`config.mk`:
```
export PLATFORM = sky130hd
export DESIGN_NAME = wr_susp_ctrl
export DESIGN_NICKNAME = d
export VERILOG_FILES = /design/src/rtl/wsr_pkg.sv /design/src/rtl/wsr_space_timer.sv /design/src/rtl/wsr_op_slot.sv /design/src/rtl/wsr_arbiter.sv /design/src/rtl/wr_susp_ctrl.sv
export SDC_FILE = /design/constraint.sdc
export NUM_CORES = 1
export LEC_CHECK = 0
export BUFFER_PORTS_ARGS = -buffer_cell sky130_fd_sc_hd__buf_2
export CAP_MARGIN = 20
export CORE_MARGIN = 2
export CORE_UTILIZATION = 64
export CTS_BUF_LIST = sky130_fd_sc_hd__clkbuf_16
export CTS_CLUSTER_SIZE = 30
export DETAILED_ROUTE_END_ITERATION = 7
export GPL_TIMING_DRIVEN = 0
export PLACE_DENSITY = 0.83
export REMOVE_ABC_BUFFERS = 1
export SYNTH_ARGS = -nofsm -noshare
export SYNTH_HDL_FRONTEND = slang
export SYNTH_SLANG_ARGS = --single-unit
```
`constraint.sdc`:
```
create_clock -name clk -period 7.9 [get_ports clk]
set_input_delay 0.395 -clock clk [delete_from_list [all_inputs] [get_ports clk]]
set_output_delay 0.395 -clock clk [all_outputs]
set_load 0.05 [all_outputs]
```
`src/rtl/wsr_pkg.sv`:
```
package wsr_pkg;

  typedef enum logic [2:0] {
    OP_SECT  = 3'd0,
    OP_BLK   = 3'd1,
    OP_PAGE  = 3'd2,
    OP_QPAGE = 3'd3,
    OP_CHIP  = 3'd4
  } op_kind_e;

  localparam int NCMD      = 7;
  localparam int CMD_SUSP  = 0;
  localparam int CMD_RES   = 1;
  localparam int CMD_SECT  = 2;
  localparam int CMD_BLK   = 3;
  localparam int CMD_PAGE  = 4;
  localparam int CMD_QPAGE = 5;
  localparam int CMD_CHIP  = 6;

  function automatic logic is_erase(op_kind_e k);
    return (k == OP_SECT) || (k == OP_BLK);
  endfunction

  function automatic logic is_prog(op_kind_e k);
    return (k == OP_PAGE) || (k == OP_QPAGE);
  endfunction

  // Maps an accepted start command to the kind of operation it launches.
  function automatic op_kind_e start_kind(logic [NCMD-1:0] starts);
    if (starts[CMD_BLK])   return OP_BLK;
    if (starts[CMD_PAGE])  return OP_PAGE;
    if (starts[CMD_QPAGE]) return OP_QPAGE;
    if (starts[CMD_CHIP])  return OP_CHIP;
    return OP_SECT;
  endfunction

  // Duration in microsecond ticks for each kind of operation.
  function automatic int unsigned dur_of(op_kind_e k, int unsigned d_sect,
                                         int unsigned d_blk, int unsigned d_page,
                                         int unsigned d_qpage, int unsigned d_chip);
    case (k)
      OP_BLK:   return d_blk;
      OP_PAGE:  return d_page;
      OP_QPAGE: return d_qpage;
      OP_CHIP:  return d_chip;
      default:  return d_sect;
    endcase
  endfunction

endpackage

```
`src/rtl/wsr_space_timer.sv`:
```
module wsr_space_timer #(
  parameter int LIMIT = 500
) (
  input  logic clk,
  input  logic rst_n,
  input  logic tick_i,
  input  logic restart_i,
  output logic ready_o
);
  localparam int TW = $clog2(LIMIT + 1);
  localparam logic [TW-1:0] TOP = TW'(LIMIT);

  logic [TW-1:0] gap_q;

  always_ff @(posedge clk or negedge rst_n) begin
    if (!rst_n)                    gap_q <= TOP;
    else if (restart_i)            gap_q <= '0;
    else if (tick_i && gap_q != TOP) gap_q <= gap_q + 1'b1;
  end

  assign ready_o = (gap_q == TOP);


  gap_bound_chk: assert property (@(posedge clk) disable iff (!rst_n) gap_q <= TOP);

  gap_restart_chk: assert property (@(posedge clk) disable iff (!rst_n)
    restart_i |=> !ready_o);

endmodule

```
`src/rtl/wsr_op_slot.sv`:
```
module wsr_op_slot
  import wsr_pkg::*;
#(
  parameter int CW = 16
) (
  input  logic          clk,
  input  logic          rst_n,
  input  logic          load_i,
  input  op_kind_e      kind_i,
  input  logic [CW-1:0] dur_i,
  input  logic          run_i,
  input  logic          tick_i,
  input  logic          kill_i,
  output logic          active_o,
  output op_kind_e      kind_o
);
  logic [CW-1:0] cnt_q;
  logic          active_q;
  op_kind_e      kind_q;
  logic          finish;

  assign finish = active_q && (kill_i || (run_i && tick_i && cnt_q == CW'(1)));

  always_ff @(posedge clk or negedge rst_n) begin
    if (!rst_n) begin
      active_q <= 1'b0;
      cnt_q    <= '0;
      kind_q   <= OP_SECT;
    end else if (load_i) begin
      active_q <= 1'b1;
      cnt_q    <= dur_i;
      kind_q   <= kind_i;
    end else if (finish) begin
      active_q <= 1'b0;
      cnt_q    <= '0;
    end else if (active_q && run_i && tick_i) begin
      cnt_q <= cnt_q - 1'b1;
    end
  end

  assign active_o = active_q;
  assign kind_o   = kind_q;


  parked_frozen_chk: assert property (@(posedge clk) disable iff (!rst_n)
    (active_q && !run_i && !load_i && !kill_i) |=> ($stable(cnt_q) && $stable(kind_q)));

  nonzero_load_chk: assert property (@(posedge clk) disable iff (!rst_n)
    load_i |-> dur_i != '0);

endmodule

```
`src/rtl/wsr_arbiter.sv`:
```
module wsr_arbiter
  import wsr_pkg::*;
(
  input  logic [NCMD-1:0] cmd_i,
  input  logic            prim_run_i,
  input  op_kind_e        prim_kind_i,
  input  logic            susp_i,
  input  logic            nest_act_i,
  input  logic            space_ready_i,
  output logic [NCMD-1:0] acc_o,
  output logic [NCMD-1:0] ign_o,
  output logic            load_prim_o,
  output logic            load_nest_o,
  output op_kind_e        load_kind_o
);
  logic            single;
  logic            busy;
  logic [NCMD-1:0] starts;

  always_comb begin
    single = ($countones(cmd_i) == 1);
    busy   = prim_run_i | nest_act_i;
    acc_o  = '0;
    if (single) begin
      acc_o[CMD_SUSP] = cmd_i[CMD_SUSP] & prim_run_i & ~nest_act_i
                        & (prim_kind_i != OP_CHIP) & space_ready_i;
      acc_o[CMD_RES]  = cmd_i[CMD_RES] & susp_i & ~nest_act_i;
      for (int k = CMD_SECT; k <= CMD_CHIP; k++) begin
        acc_o[k] = cmd_i[k] & ~busy & ~(susp_i & (k == CMD_CHIP));
      end
    end
    ign_o  = cmd_i & ~acc_o;
    starts = acc_o & ~NCMD'(3);
    load_prim_o = (starts != '0) & ~susp_i;
    load_nest_o = (starts != '0) &  susp_i;
    load_kind_o = start_kind(starts);
  end

endmodule

```
`src/rtl/wr_susp_ctrl.sv`:
```
module wr_susp_ctrl
  import wsr_pkg::*;
#(
  parameter int SPACING_US = 500,
  parameter int SECT_US    = 18000,
  parameter int BLK_US     = 25000,
  parameter int PAGE_US    = 750,
  parameter int QPAGE_US   = 750,
  parameter int CHIP_US    = 25000
) (
  input  logic        clk,
  input  logic        rst_n,
  input  logic        us_tick_i,
  input  logic        suspend_i,
  input  logic        resume_i,
  input  logic        sect_erase_i,
  input  logic        blk_erase_i,
  input  logic        page_prog_i,
  input  logic        qpage_prog_i,
  input  logic        chip_erase_i,
  input  logic        op_done_i,
  output logic        busy_o,
  output logic        erase_susp_o,
  output logic        prog_susp_o,
  output logic [6:0]  cmd_acc_o,
  output logic [6:0]  cmd_ign_o
);
  localparam int M1   = (SECT_US > BLK_US) ? SECT_US : BLK_US;
  localparam int M2   = (PAGE_US > QPAGE_US) ? PAGE_US : QPAGE_US;
  localparam int M3   = (M1 > M2) ? M1 : M2;
  localparam int MAXD = (M3 > CHIP_US) ? M3 : CHIP_US;
  localparam int CW   = $clog2(MAXD + 1);

  logic [NCMD-1:0] cmd;
  logic            susp_q;
  logic            prim_act, nest_act, prim_run;
  op_kind_e        prim_kind, nest_kind, load_kind;
  logic            load_prim, load_nest;
  logic            space_ready;
  logic            susp_take, res_take;
  logic [CW-1:0]   load_dur;

  assign cmd = {chip_erase_i, qpage_prog_i, page_prog_i, blk_erase_i,
                sect_erase_i, resume_i, suspend_i};

  assign prim_run = prim_act & ~susp_q;

  wsr_arbiter u_arb (
    .cmd_i        (cmd),
    .prim_run_i   (prim_run),
    .prim_kind_i  (prim_kind),
    .susp_i       (susp_q),
    .nest_act_i   (nest_act),
    .space_ready_i(space_ready),
    .acc_o        (cmd_acc_o),
    .ign_o        (cmd_ign_o),
    .load_prim_o  (load_prim),
    .load_nest_o  (load_nest),
    .load_kind_o  (load_kind)
  );

  assign susp_take = cmd_acc_o[CMD_SUSP];
  assign res_take  = cmd_acc_o[CMD_RES];
  assign load_dur  = CW'(dur_of(load_kind, SECT_US, BLK_US, PAGE_US, QPAGE_US, CHIP_US));

  wsr_op_slot #(.CW(CW)) u_prim (
    .clk(clk), .rst_n(rst_n),
    .load_i(load_prim), .kind_i(load_kind), .dur_i(load_dur),
    .run_i(prim_run), .tick_i(us_tick_i),
    .kill_i(op_done_i & prim_run & ~nest_act),
    .active_o(prim_act), .kind_o(prim_kind)
  );

  wsr_op_slot #(.CW(CW)) u_nest (
    .clk(clk), .rst_n(rst_n),
    .load_i(load_nest), .kind_i(load_kind), .dur_i(load_dur),
    .run_i(nest_act), .tick_i(us_tick_i),
    .kill_i(op_done_i & nest_act),
    .active_o(nest_act), .kind_o(nest_kind)
  );

  wsr_space_timer #(.LIMIT(SPACING_US)) u_space (
    .clk(clk), .rst_n(rst_n),
    .tick_i(us_tick_i), .restart_i(susp_take),
    .ready_o(space_ready)
  );

  always_ff @(posedge clk or negedge rst_n) begin
    if (!rst_n)         susp_q <= 1'b0;
    else if (susp_take) susp_q <= 1'b1;
    else if (res_take)  susp_q <= 1'b0;
  end

  assign busy_o       = prim_run | nest_act;
  assign erase_susp_o = susp_q & is_erase(prim_kind);
  assign prog_susp_o  = susp_q & is_prog(prim_kind);


  single_park_chk: assert property (@(posedge clk) disable iff (!rst_n)
    susp_take |-> !susp_q);

  no_chip_park_chk: assert property (@(posedge clk) disable iff (!rst_n)
    susp_take |-> prim_kind != OP_CHIP);

  chip_blocked_chk: assert property (@(posedge clk) disable iff (!rst_n)
    cmd_acc_o[CMD_CHIP] |-> !susp_q);

  resume_wait_chk: assert property (@(posedge clk) disable iff (!rst_n)
    res_take |-> !nest_act);

  status_excl_chk: assert property (@(posedge clk) disable iff (!rst_n)
    $onehot0({erase_susp_o, prog_susp_o}));

  park_flag_chk: assert property (@(posedge clk) disable iff (!rst_n)
    susp_take |=> (erase_susp_o || prog_susp_o) && !busy_o);

  nest_kind_chk: assert property (@(posedge clk) disable iff (!rst_n)
    nest_act |-> nest_kind != OP_CHIP);

endmodule

```
==> summary.md, run 1 <==
| Metric | Value |
|---|---|
| Final hold vios | `0` |
| Ant. Diodes | `0` |
| Remaining global-route overflow | `0` |
| Core footprint | `4660 sq um` |
| Largest net degree at the start of global routing | `46` |
| WL/cell | `17.1 um` |
| Routed WL | `7530 um` |
| Commonest cells after routing, fill and taps aside | `nor2_1, dfrtp_1, nand2_1, buf_2, inv_1` |
| Max Clk Rate | `245 MHz` |
| Clock slew at reported path FFs | `0.06 ns` |
| Pre-antenna DRT Iters | `5` |
| FFs w/ async S/R, synth | `100%` |
| Slew @ Worst Pin | `0.750 ns` |
| Peak supply drop | `0.193 mV` |
| Sequential share of the synthesized area | `37.1%` |
| EDFF count, synth | `0` |
| Main synth FF type | `dfrtp_1` |
| End-of-flow core utilization | `73.2%` |
| WP data arrival | `3.68 ns` |
| Avg Inst Size Synth | `8.49 sq um` |
| RSZ-0062 raised after global routing | `no` |
| Clk root buf | `clkbuf_16` |
| Initial antenna violation count | `0` |
| R2R Setup Slk | `5.26 ns` |
| RR Startpoint | `susp_q` |
| Global-route wire length before repair | `12400 um` |
| PwrDens | `343 nW/um^2` |
| CTS tree | `done` |
| Netlist cell types | `57` |
| CTS Buf Count | `5` |
| Postcts setup bufs | `0` |
| WS Path Type | `primary input to output port` |
| Worst setup margin | `3.82 ns` |
| Die span in x | `73.1 um` |
| Final setup fails | `0` |
| Clk Latency, worst-skew pair | `0.28 ns` |
| Ports | `28` |
| # rows | `25` |
| Die area | `5340 sq um` |
| H-tree depth | `2` |
| DP HPWL | `5290 um` |
| Final net count | `411` |
| Yosys top cell by area | `dfrtp_1` |
| # hold bufs at CTS | `0` |
| Critical path fanouts, max | `13` |
| CP endpoint kind | `output port` |
| Rel. slew slack | `49.7%` |
| Post-Route Setup TNS | `0 ns` |
| Gate count after technology mapping | `360` |
| Buffers on Ports | `27` |
| Share of cells above drive strength 1 | `13.7%` |
| Post-layout min period | `4.08 ns` |
| ANT nets after route | `0` |
| GR Util All Layers | `29.7%` |
| Post-Place Setup Slack | `3.62 ns` |
| Synth top area share | `31.9%` |
| GP Congestion | `0.907` |
| Via Count | `2912` |
| Die Height | `73.1 um` |
| Final-report max-slew violation count | `0` |
| Top cells by area, synth | `dfrtp_1, dfstp_2, nor2_1, ha_1, nand2_1` |
| DRC Markers | `0` |
| Tightest Hold Check Type | `primary input to asynchronous set/reset pin` |
| Lkg Pwr | `1.56 nW` |
| Starting Density | `65.6%` |
| P&R area growth vs syn | `11.6%` |
| DR iter-0 viols | `340` |
| Clock buffer depth | `2` |
| Post-CTS sizing | `0` |
| R2r worst-path depth | `5` |
| Clock Sinks | `45` |
| Setup crit start kind | `primary input` |
| Status | `finished clean` |
| Number of global-route vias before repair | `2719` |
| Fin crit share | `51.6%` |
| Critical Path RT | `7.51 ns` |
| Commonest non-fill, non-tap cell in the layout | `nor2_1` |
| RR Endpoint | `u_prim.cnt_q[13]` |
| Max-cap violations | `0` |
| Worst Hold Margin | `0.0560 ns` |
| Worst setup path start | `sect_erase_i` |
| Seq cells post-synth | `45` |
| Skew final | `0.00327 ns` |
| Synthesized area | `3060 sq um` |
| Synth Warn # | `0` |
| Vias/cell | `6.60` |
## routing by layer
metal | vias up | share of wire [%] | track usage [%]
li1 | 1363 | - | -
met1 | 1383 | 43 | 40.8
met2 | 152 | 48 | 48.4
met3 | 14 | 7.6 | 4.97
met4 | 0 | 1.2 | 8.44
met5 | - | 0 | 0
## cells by family (layout without fill, tap and decap cells)
logic type                 count (synthesis)  count (layout)  share of synthesized area, %
DFF                                       45              45                          37.1
AOI/OAI and AO/OA                         82              82                          18.7
adders and majority gates                 14              14                          6.47
muxes                                      1               1                         0.328
and+or+nand+nor                          168             168                          28.6
xor gates and xnor gates                  13              13                          3.73
buffers and inverters                     37              64                          5.08
## state kept, by name (all words and copies together) (netlist names)
signal,count
u_prim.active_o,1
u_space.gap_q,9
u_nest.cnt_q,15
u_prim.cnt_q,15
u_nest.active_o,1
susp_q,1
u_prim.kind_o,3
## layout make-up
class,count,area (sq um)
multi-input cells,278,1770
flip-flops and latches,45,1130
clock buffers,5,125
repair buffers,31,175
well taps,54,67.6
clock inverters,3,42.5
inverters,25,93.8
fillers,346,1250
## where the power goes
part | internal (W) | switching, W
clock | 0.000149 | 0.0000855
combinational | 0.000195 | 0.000337
sequential | 0.000314 | 0.0000888
## worst max path at each step
stage | to | slack, ns
6_report | cmd_acc_o[0] | 3.82
5_1_grt | cmd_acc_o[0] | 3.60
4_1_cts | cmd_acc_o[0] | 3.58
3_5_place_dp | cmd_acc_o[0] | 3.62
3_3_place_gp | cmd_acc_o[0] | 2.17
2_1_floorplan | cmd_ign_o[0] | 0.41
## worst max-delay path, stage by stage
cell       delay [ns]
buf_2            0.16
ha_1             0.30
inv_1            0.07
fa_1             0.40
inv_1            0.06
ha_1             0.16
inv_1            0.05
fa_1             0.48
and3b_1          0.18
o211ai_1         0.14
buf_4            0.22
a2111oi_2        0.54
buf_4            0.26
buf_2            0.27
## synthesized netlist by cell type, types with 2 or more instances
master	count
dfstp_2	6
o211a_1	3
nor4_1	3
xnor2_1	7
a21o_1	3
fa_1	3
nor3_1	21
buf_4	2
and2_1	6
inv_1	25
o31ai_1	7
a211oi_1	6
nor2b_1	4
and3b_1	2
dfrtp_1	39
nand3_1	12
o2111a_1	3
nor4b_1	2
nand2_1	31
a32oi_1	2
o21ai_0	13
or2_2	2
nand2b_1	3
a21oi_1	14
o22ai_1	3
clkbuf_1	8
ha_1	11
and3_1	11
o21ai_1	3
or3_1	6
a31oi_1	14
a2111oi_0	2
or4_1	4
nor2_1	41
nor3b_1	3
xor2_1	6
nand4_1	9
## per-stage QoR
step                area, sq um  instances  total power, W
finish                     3410        441         0.00117
global route               3410        441         0.00125
CTS                        3380        438         0.00115
detailed placement         3210        430        0.000914
global placement           3200        429        0.000889
floorplan                  2990        348        0.000784
Power figures use the tool's default switching activity.
==> run 2, diff against run 1 <==
--- a/config.mk
+++ b/config.mk
@@ -8,12 +8,12 @@
 export BUFFER_PORTS_ARGS = -buffer_cell sky130_fd_sc_hd__buf_2
 export CAP_MARGIN = 20
 export CORE_MARGIN = 2
-export CORE_UTILIZATION = 64
+export CORE_UTILIZATION = 60
 export CTS_BUF_LIST = sky130_fd_sc_hd__clkbuf_16
 export CTS_CLUSTER_SIZE = 30
 export DETAILED_ROUTE_END_ITERATION = 7
 export GPL_TIMING_DRIVEN = 0
-export PLACE_DENSITY = 0.83
+export PLACE_DENSITY = 0.78
 export REMOVE_ABC_BUFFERS = 1
 export SYNTH_ARGS = -nofsm -noshare
 export SYNTH_HDL_FRONTEND = slang
==> constraint.sdc (replaced) <==
create_clock -name clk -period 4.2 [get_ports clk]
set_input_delay 0.21 -clock clk [delete_from_list [all_inputs] [get_ports clk]]
set_output_delay 0.21 -clock clk [all_outputs]
set_load 0.05 [all_outputs]
==> summary.md, run 2 (synthesis gave the netlist of run 1 again) <==
| Metric | Value |
|---|---|
| Commonest non-fill, non-tap cell in the layout | `nor2_1` |
| Fin crit share | `88.7%` |
| P&R area growth vs syn | `12.7%` |
| Commonest cells after routing, fill and taps aside | `nor2_1, dfrtp_1, nand2_1, buf_2, inv_1` |
| Clock slew at reported path FFs | `0.06 ns (about the same)` |
| Clock buffer depth | `2 (unchanged)` |
| Fillers | `392 (+13%)` |
| Ports | `28 (unchanged)` |
| Die Height | `75.4 um (+3.1%)` |
| # rows | `25 (unchanged)` |
| Fin cells | `455 (+3.2%)` |
| Final-report max-slew violation count | `0 (unchanged)` |
| Remaining global-route overflow | `0 (unchanged)` |
| Crit-path most repeated cell | `inv_1` |
| Lkg Pwr | `1.57 nW (+0.24%)` |
| Peak supply drop | `0.327 mV (+70%)` |
| WL/cell | `16.1 um (-6.0%)` |
| R2r worst-path depth | `5 (unchanged)` |
| Clock Sinks | `45 (unchanged)` |
| Slowest stage cell on the critical path | `a2111oi_2` |
| Final hold vios | `0 (unchanged)` |
| # hold bufs at CTS | `0 (unchanged)` |
| Total chip power | `0.00222 W (+90%)` |
| Largest net degree at the start of global routing | `46 (unchanged)` |
| RR Endpoint | `u_prim.cnt_q[8]` |
| Post-layout min period | `3.73 ns` |
| ANT nets after route | `0 (unchanged)` |
| Number of global-route vias before repair | `2607 (-4.1%)` |
| Max Clk Rate | `268 MHz` |
| Vias/cell | `6.37 (-3.5%)` |
| CTS tree | `done` |
| Ant. Diodes | `0 (unchanged)` |
| Final net count | `412 (+0.24%)` |
| Global-route wire length before repair | `12100 um (-2.9%)` |
| Post-Route Setup TNS | `0 ns (unchanged)` |
| Pre-antenna DRT Iters | `5 (unchanged)` |
| Buffers on Ports | `27 (unchanged)` |
| Max-cap violations | `0 (unchanged)` |
| WS Path Type | `primary input to output port` |
| Cell count after placement | `443 (+3.0%)` |
| Status | `finished clean` |
| CTS Buf Count | `5 (unchanged)` |
| Clk root buf | `clkbuf_16` |
| DRC Markers | `0 (unchanged)` |
| Die span in x | `75.4 um (+3.1%)` |
| RSZ-0062 raised after global routing | `no` |
| Postcts setup bufs | `0 (unchanged)` |
| Slew @ Worst Pin | `0.792 ns (+0.0416 ns)` |
| Die area | `5680 sq um (+6.3%)` |
| DR iter-0 viols | `341 (+0.29%)` |
| Clk Latency, worst-skew pair | `0.29 ns (about the same)` |
| GR Util All Layers | `27.7% (-2.0 points)` |
| WP data arrival | `3.52 ns (-0.16 ns)` |
| Setup crit start kind | `primary input` |
| Worst setup path start | `sect_erase_i` |
| Post-CTS sizing | `0 (unchanged)` |
| GP Congestion | `0.896 (-1.3%)` |
| Starting Density | `63.4% (-2.1 points)` |
| Routed WL | `7310 um (-3.0%)` |
| CP endpoint kind | `output port` |
| Worst Hold Margin | `0.267 ns (+0.211 ns)` |
| Skew final | `0.00413 ns (+0.000866 ns)` |
| Biggest regs | `u_nest.cnt_q (15), u_prim.cnt_q (15), u_space.gap_q (9)` |
| DP HPWL | `5230 um (-1.2%)` |
| Tightest Hold Check Type | `primary input to asynchronous set/reset pin` |
| Critical Path RT | `3.99 ns (-3.52 ns)` |
| PwrDens | `644 nW/um^2 (+88%)` |
| Critical path fanouts, max | `13 (unchanged)` |
| Initial antenna violation count | `0 (unchanged)` |
| Via Count | `2900 (-0.41%)` |
| Final setup fails | `0 (unchanged)` |
| R2R Setup Slk | `1.56 ns (-3.70 ns)` |
| Rel. slew slack | `46.9% (-2.8 points)` |
| Core footprint | `4820 sq um (+3.4%)` |
| Peak per-stage delay on the critical path | `0.56 ns (+0.02 ns)` |
| Critical Path, Cell by Cell | `buf_2, ha_1, inv_1, fa_1, inv_1, ha_1, inv_1, fa_1, and3b_1, o211ai_1, buf_4, a2111oi_2, buf_4, buf_2` |
| Share of cells above drive strength 1 | `13.9% (+0.22 points)` |
| H-tree depth | `2 (unchanged)` |
| RR Startpoint | `susp_q` |
-- run 2: cell count changes in the layout (fill, tap and decap cells not counted), sizes merged --
cell         previous run  this run
clkinv                  1         0
dlygate4sd3             0         1
inv                    26        27
-- run 2: how the worst max path moves through the flow --
stage,end,depth (start not counted)
floorplan,cmd_ign_o[0],11
global placement,cmd_acc_o[0],12
detailed placement,cmd_acc_o[0],13
CTS,cmd_acc_o[0],13
global route,cmd_acc_o[0],14
finish,cmd_acc_o[0],14
-- run 2: final cells by class --
type / count / area (sq um) / share of cell area (%)
Clock buffer: 5 / 125 / 3.64
Clock inverter: 3 / 47.5 / 1.38
Inverter: 25 / 93.8 / 2.73
Multi-Input combinational cell: 278 / 1770 / 51.5
Sequential cell: 45 / 1130 / 32.9
Tap cell: 67 / 83.8 / 2.44
Timing Repair Buffer: 32 / 185 / 5.38
-- run 2: routing by layer --
layer	global-route usage, %	up-vias	routed length (um)
met4	6.24	0	48
met2	44.5	145	3350
met3	5.82	6	593
met5	0	-	0
met1	38.8	1381	3310
li1	-	1368	-
-- run 2: worst max-delay path: cells and delay by family --
family                     cells  cell delay [ns]
adders and majority gates      4             1.35
AOI/OAI and AO/OA              2             0.70
and+or+nand+nor                1             0.17
buffers and inverters          7             1.08
-- run 2: report_power, final --
part / leakage [nW] / switching, W / total (W) / internal (W)
clock: 0.0848 / 0.000176 / 0.000461 / 0.000285
combinational: 0.906 / 0.000631 / 0.000998 / 0.000367
sequential: 0.576 / 0.000168 / 0.000759 / 0.000590
total: 1.57 / 0.000975 / 0.00222 / 0.00124
-- run 2: per-stage QoR --
| step | setup WS [ns] | instance area, sq um | util, % |
|---|---|---|---|
| finish | 0.473 | 3440 | 71.5 |
| floorplan | -2.92 | 2990 | - |
| detailed placement | 0.257 | 3230 | 67.0 |
| global route | 0.232 | 3440 | 71.5 |
| global placement | -1.17 | 3210 | 66.7 |
| CTS | 0.236 | 3400 | 70.6 |
==> run 3, diff against run 2 <==
--- a/config.mk
+++ b/config.mk
@@ -8,12 +8,12 @@
 export BUFFER_PORTS_ARGS = -buffer_cell sky130_fd_sc_hd__buf_2
 export CAP_MARGIN = 20
 export CORE_MARGIN = 2
-export CORE_UTILIZATION = 60
+export CORE_UTILIZATION = 50
 export CTS_BUF_LIST = sky130_fd_sc_hd__clkbuf_16
 export CTS_CLUSTER_SIZE = 30
 export DETAILED_ROUTE_END_ITERATION = 7
 export GPL_TIMING_DRIVEN = 0
-export PLACE_DENSITY = 0.78
+export PLACE_DENSITY = 0.67
 export REMOVE_ABC_BUFFERS = 1
 export SYNTH_ARGS = -nofsm -noshare
 export SYNTH_HDL_FRONTEND = slang
==> constraint.sdc (replaced) <==
create_clock -name clk -period 4.2 [get_ports clk]
set_input_delay 0.21 -clock clk [delete_from_list [all_inputs] [get_ports clk]]
set_output_delay 0.21 -clock clk [all_outputs]
set_load 0.02 [all_outputs]
==> summary.md, run 3 (synthesis gave the netlist of run 1 again) <==
| Metric | Value |
|---|---|
| R2r worst-path depth | `5 (unchanged)` |
| Share of cells above drive strength 1 | `13.4% (-0.52 points)` |
| WP data arrival | `3.47 ns (-0.05 ns)` |
| Most Crowded Layer GR | `met1` |
| Worst setup path endpoint | `cmd_ign_o[0]` |
| P&R area growth vs syn | `12.0%` |
| CTS tree | `done` |
| CP endpoint kind | `output port` |
| Post-layout min period | `3.68 ns (-0.0430 ns)` |
| Met3 GRT Util | `4.46% (-1.4 points)` |
| Fin cells | `464 (+2.0%)` |
| End-of-flow core utilization | `57.8% (-14 points)` |
| Slowest stage cell on the critical path | `a2111oi_2` |
| ANT nets after route | `0 (unchanged)` |
| H-tree depth | `2 (unchanged)` |
| Postcts setup bufs | `0 (unchanged)` |
| Starting Density | `51.6% (-12 points)` |
| Final-report max-slew violation count | `0 (unchanged)` |
| Global Route met2 Usage | `36.3% (-8.2 points)` |
| R2R Setup Slk | `1.52 ns (-0.04 ns)` |
| RSZ-0062 raised after global routing | `no` |
| Commonest non-fill, non-tap cell in the layout | `nor2_1` |
| Die area | `6750 sq um (+19%)` |
| Die span in x | `82.2 um (+9.0%)` |
| Pre-antenna DRT Iters | `5 (unchanged)` |
| DR iter-0 viols | `238 (-30%)` |
| Clock buffer depth | `2 (unchanged)` |
| Lkg Pwr | `1.55 nW (-0.79%)` |
| Critical path fanouts, max | `14 (+1)` |
| RR Endpoint | `u_prim.cnt_q[13]` |
| Buffers on Ports | `27 (unchanged)` |
| Total chip power | `0.00208 W (-6.0%)` |
| Clock slew at reported path FFs | `0.06 ns (about the same)` |
| # rows | `28 (+12%)` |
| Number of global-route vias before repair | `2487 (-4.6%)` |
| WL/cell | `16.3 um (+1.2%)` |
| DRC Markers | `0 (unchanged)` |
| Tightest Hold Check Type | `primary input to flip-flop` |
| Clock Sinks | `45 (unchanged)` |
| Clk Latency, worst-skew pair | `0.29 ns (about the same)` |
| Vias/cell | `6.21 (-2.6%)` |
| Max-cap violations | `0 (unchanged)` |
| GR Util All Layers | `24.2% (-3.5 points)` |
| Largest net degree at the start of global routing | `46 (unchanged)` |
| Fin crit share | `87.7% (-1.0 points)` |
| DP HPWL | `5430 um (+3.8%)` |
| Clk root buf | `clkbuf_16` |
| RR Startpoint | `susp_q` |
| GP Congestion | `0.916 (+2.3%)` |
| Via Count | `2880 (-0.69%)` |
| Die Height | `82.2 um (+9.0%)` |
| Status | `finished clean` |
| Ports | `28 (unchanged)` |
| Routed WL | `7540 um (+3.2%)` |
| Commonest cells after routing, fill and taps aside | `nor2_1, dfrtp_1, nand2_1, inv_1, buf_2` |
| Rel. slew slack | `43.7% (-3.2 points)` |
| Critical Path RT | `3.99 ns (about the same)` |
| Buf+Inv Stages, Crit Path | `7 (unchanged)` |
| Met1 usage | `36.4% (-2.4 points)` |
| Core footprint | `5920 sq um (+23%)` |
| Critical Path, Cell by Cell | `buf_2, ha_1, inv_1, fa_1, inv_1, ha_1, inv_1, fa_1, and3b_1, o211ai_1, buf_4, a2111oi_2, buf_4, nor2b_1, buf_2` |
| WS Path Type | `primary input to output port` |
| Slew @ Worst Pin | `0.833 ns (+0.0412 ns)` |
| Peak per-stage delay on the critical path | `0.61 ns (+0.05 ns)` |
| Cell count after placement | `451 (+1.8%)` |
| Initial antenna violation count | `0 (unchanged)` |
| Worst setup path start | `sect_erase_i` |
| Max Clk Rate | `271 MHz (+1.2%)` |
| Setup crit start kind | `primary input` |
| Skew final | `0.00753 ns (+0.00340 ns)` |
| Biggest regs | `u_nest.cnt_q (15), u_prim.cnt_q (15), u_space.gap_q (9)` |
| Final hold vios | `0 (unchanged)` |
| Peak supply drop | `0.284 mV (-13%)` |
| Worst Hold Margin | `0.303 ns (+0.0361 ns)` |
| Crit-path most repeated cell | `inv_1` |
| Cell depth of the worst setup path | `15 (+1)` |
| Remaining global-route overflow | `0 (unchanged)` |
| CP top delay family | `adder cells` |
| CTS Buf Count | `5 (unchanged)` |
| Final net count | `412 (unchanged)` |
| PwrDens | `609 nW/um^2 (-5.4%)` |
| Global-route wire length before repair | `12500 um (+3.4%)` |
| Final setup fails | `0 (unchanged)` |
## run 3: cell count changes in the layout (fill, tap and decap cells not counted), sizes merged
cell / before / now
bufinv: 1 / 0
diode: 0 / 1
clkinvlp: 0 / 1
## run 3: power breakdown
group	internal [W]	leakage [nW]	switching, W	total (W)
logic	0.000367	0.906	0.000579	0.000945
clock network	0.000216	0.0724	0.000167	0.000384
registers	0.000591	0.576	0.000165	0.000756
total	0.00117	1.55	0.000911	0.00208
## run 3: tightest hold or removal path, delay by kind of cell
kind / cells / cell delay (ns)
AND/OR/NAND/NOR: 1 / 0.10
AO/OA/AOI/OAI: 1 / 0.12
buffers and inverters: 1 / 0.12
## run 3: layout make-up
cell class	instances	area (sq um)
Tap cell	75	93.8
Clock buffer	5	125
Multi-Input combinational cell	278	1770
Inverter	25	93.8
Timing Repair Buffer	32	185
Antenna cell	1	2.50
Fill cell	556	2500
Sequential cell	45	1130
Clock inverter	3	15.0
## run 3: repair_timing
| item | in CTS | in global routing |
|---|---|---|
| hold buffers | 0 | 1 |
| resized for setup | 0 | 0 |
| endpoints found under the hold margin | 0 | 14 |
## run 3: how the worst min path moves through the flow
stage | from | endpoint | slack [ns] | cells after the start
floorplan | rst_n | susp_q | -0.09 | 0
global placement | rst_n | u_prim.cnt_q[8] | 0.45 | 1
detailed placement | rst_n | u_prim.cnt_q[9] | 0.45 | 1
CTS | rst_n | u_prim.cnt_q[3] | 0.15 | 1
global route | resume_i | susp_q | 0.30 | 3
finish | resume_i | susp_q | 0.30 | 3
## run 3: routing by layer
layer | share of wire, % | routed length (um) | vias to the layer above
li1 | - | - | 1377
met1 | 48 | 3600 | 1395
met2 | 45 | 3410 | 105
met3 | 6.5 | 491 | 3
met4 | 0.52 | 39 | 0
met5 | 0 | 0 | -
## run 3: stage by stage
| stage | setup TNS (ns) | instance area, sq um | worst slack, ns |
|---|---|---|---|
| finish | 0 | 3420 | 0.516 |
| global route | 0 | 3420 | 0.291 |
| CTS | 0 | 3380 | 0.240 |
| detailed placement | 0 | 3240 | 0.262 |
| global placement | -9.27 | 3220 | -1.13 |
| floorplan | -5.91 | 2990 | -0.861 |
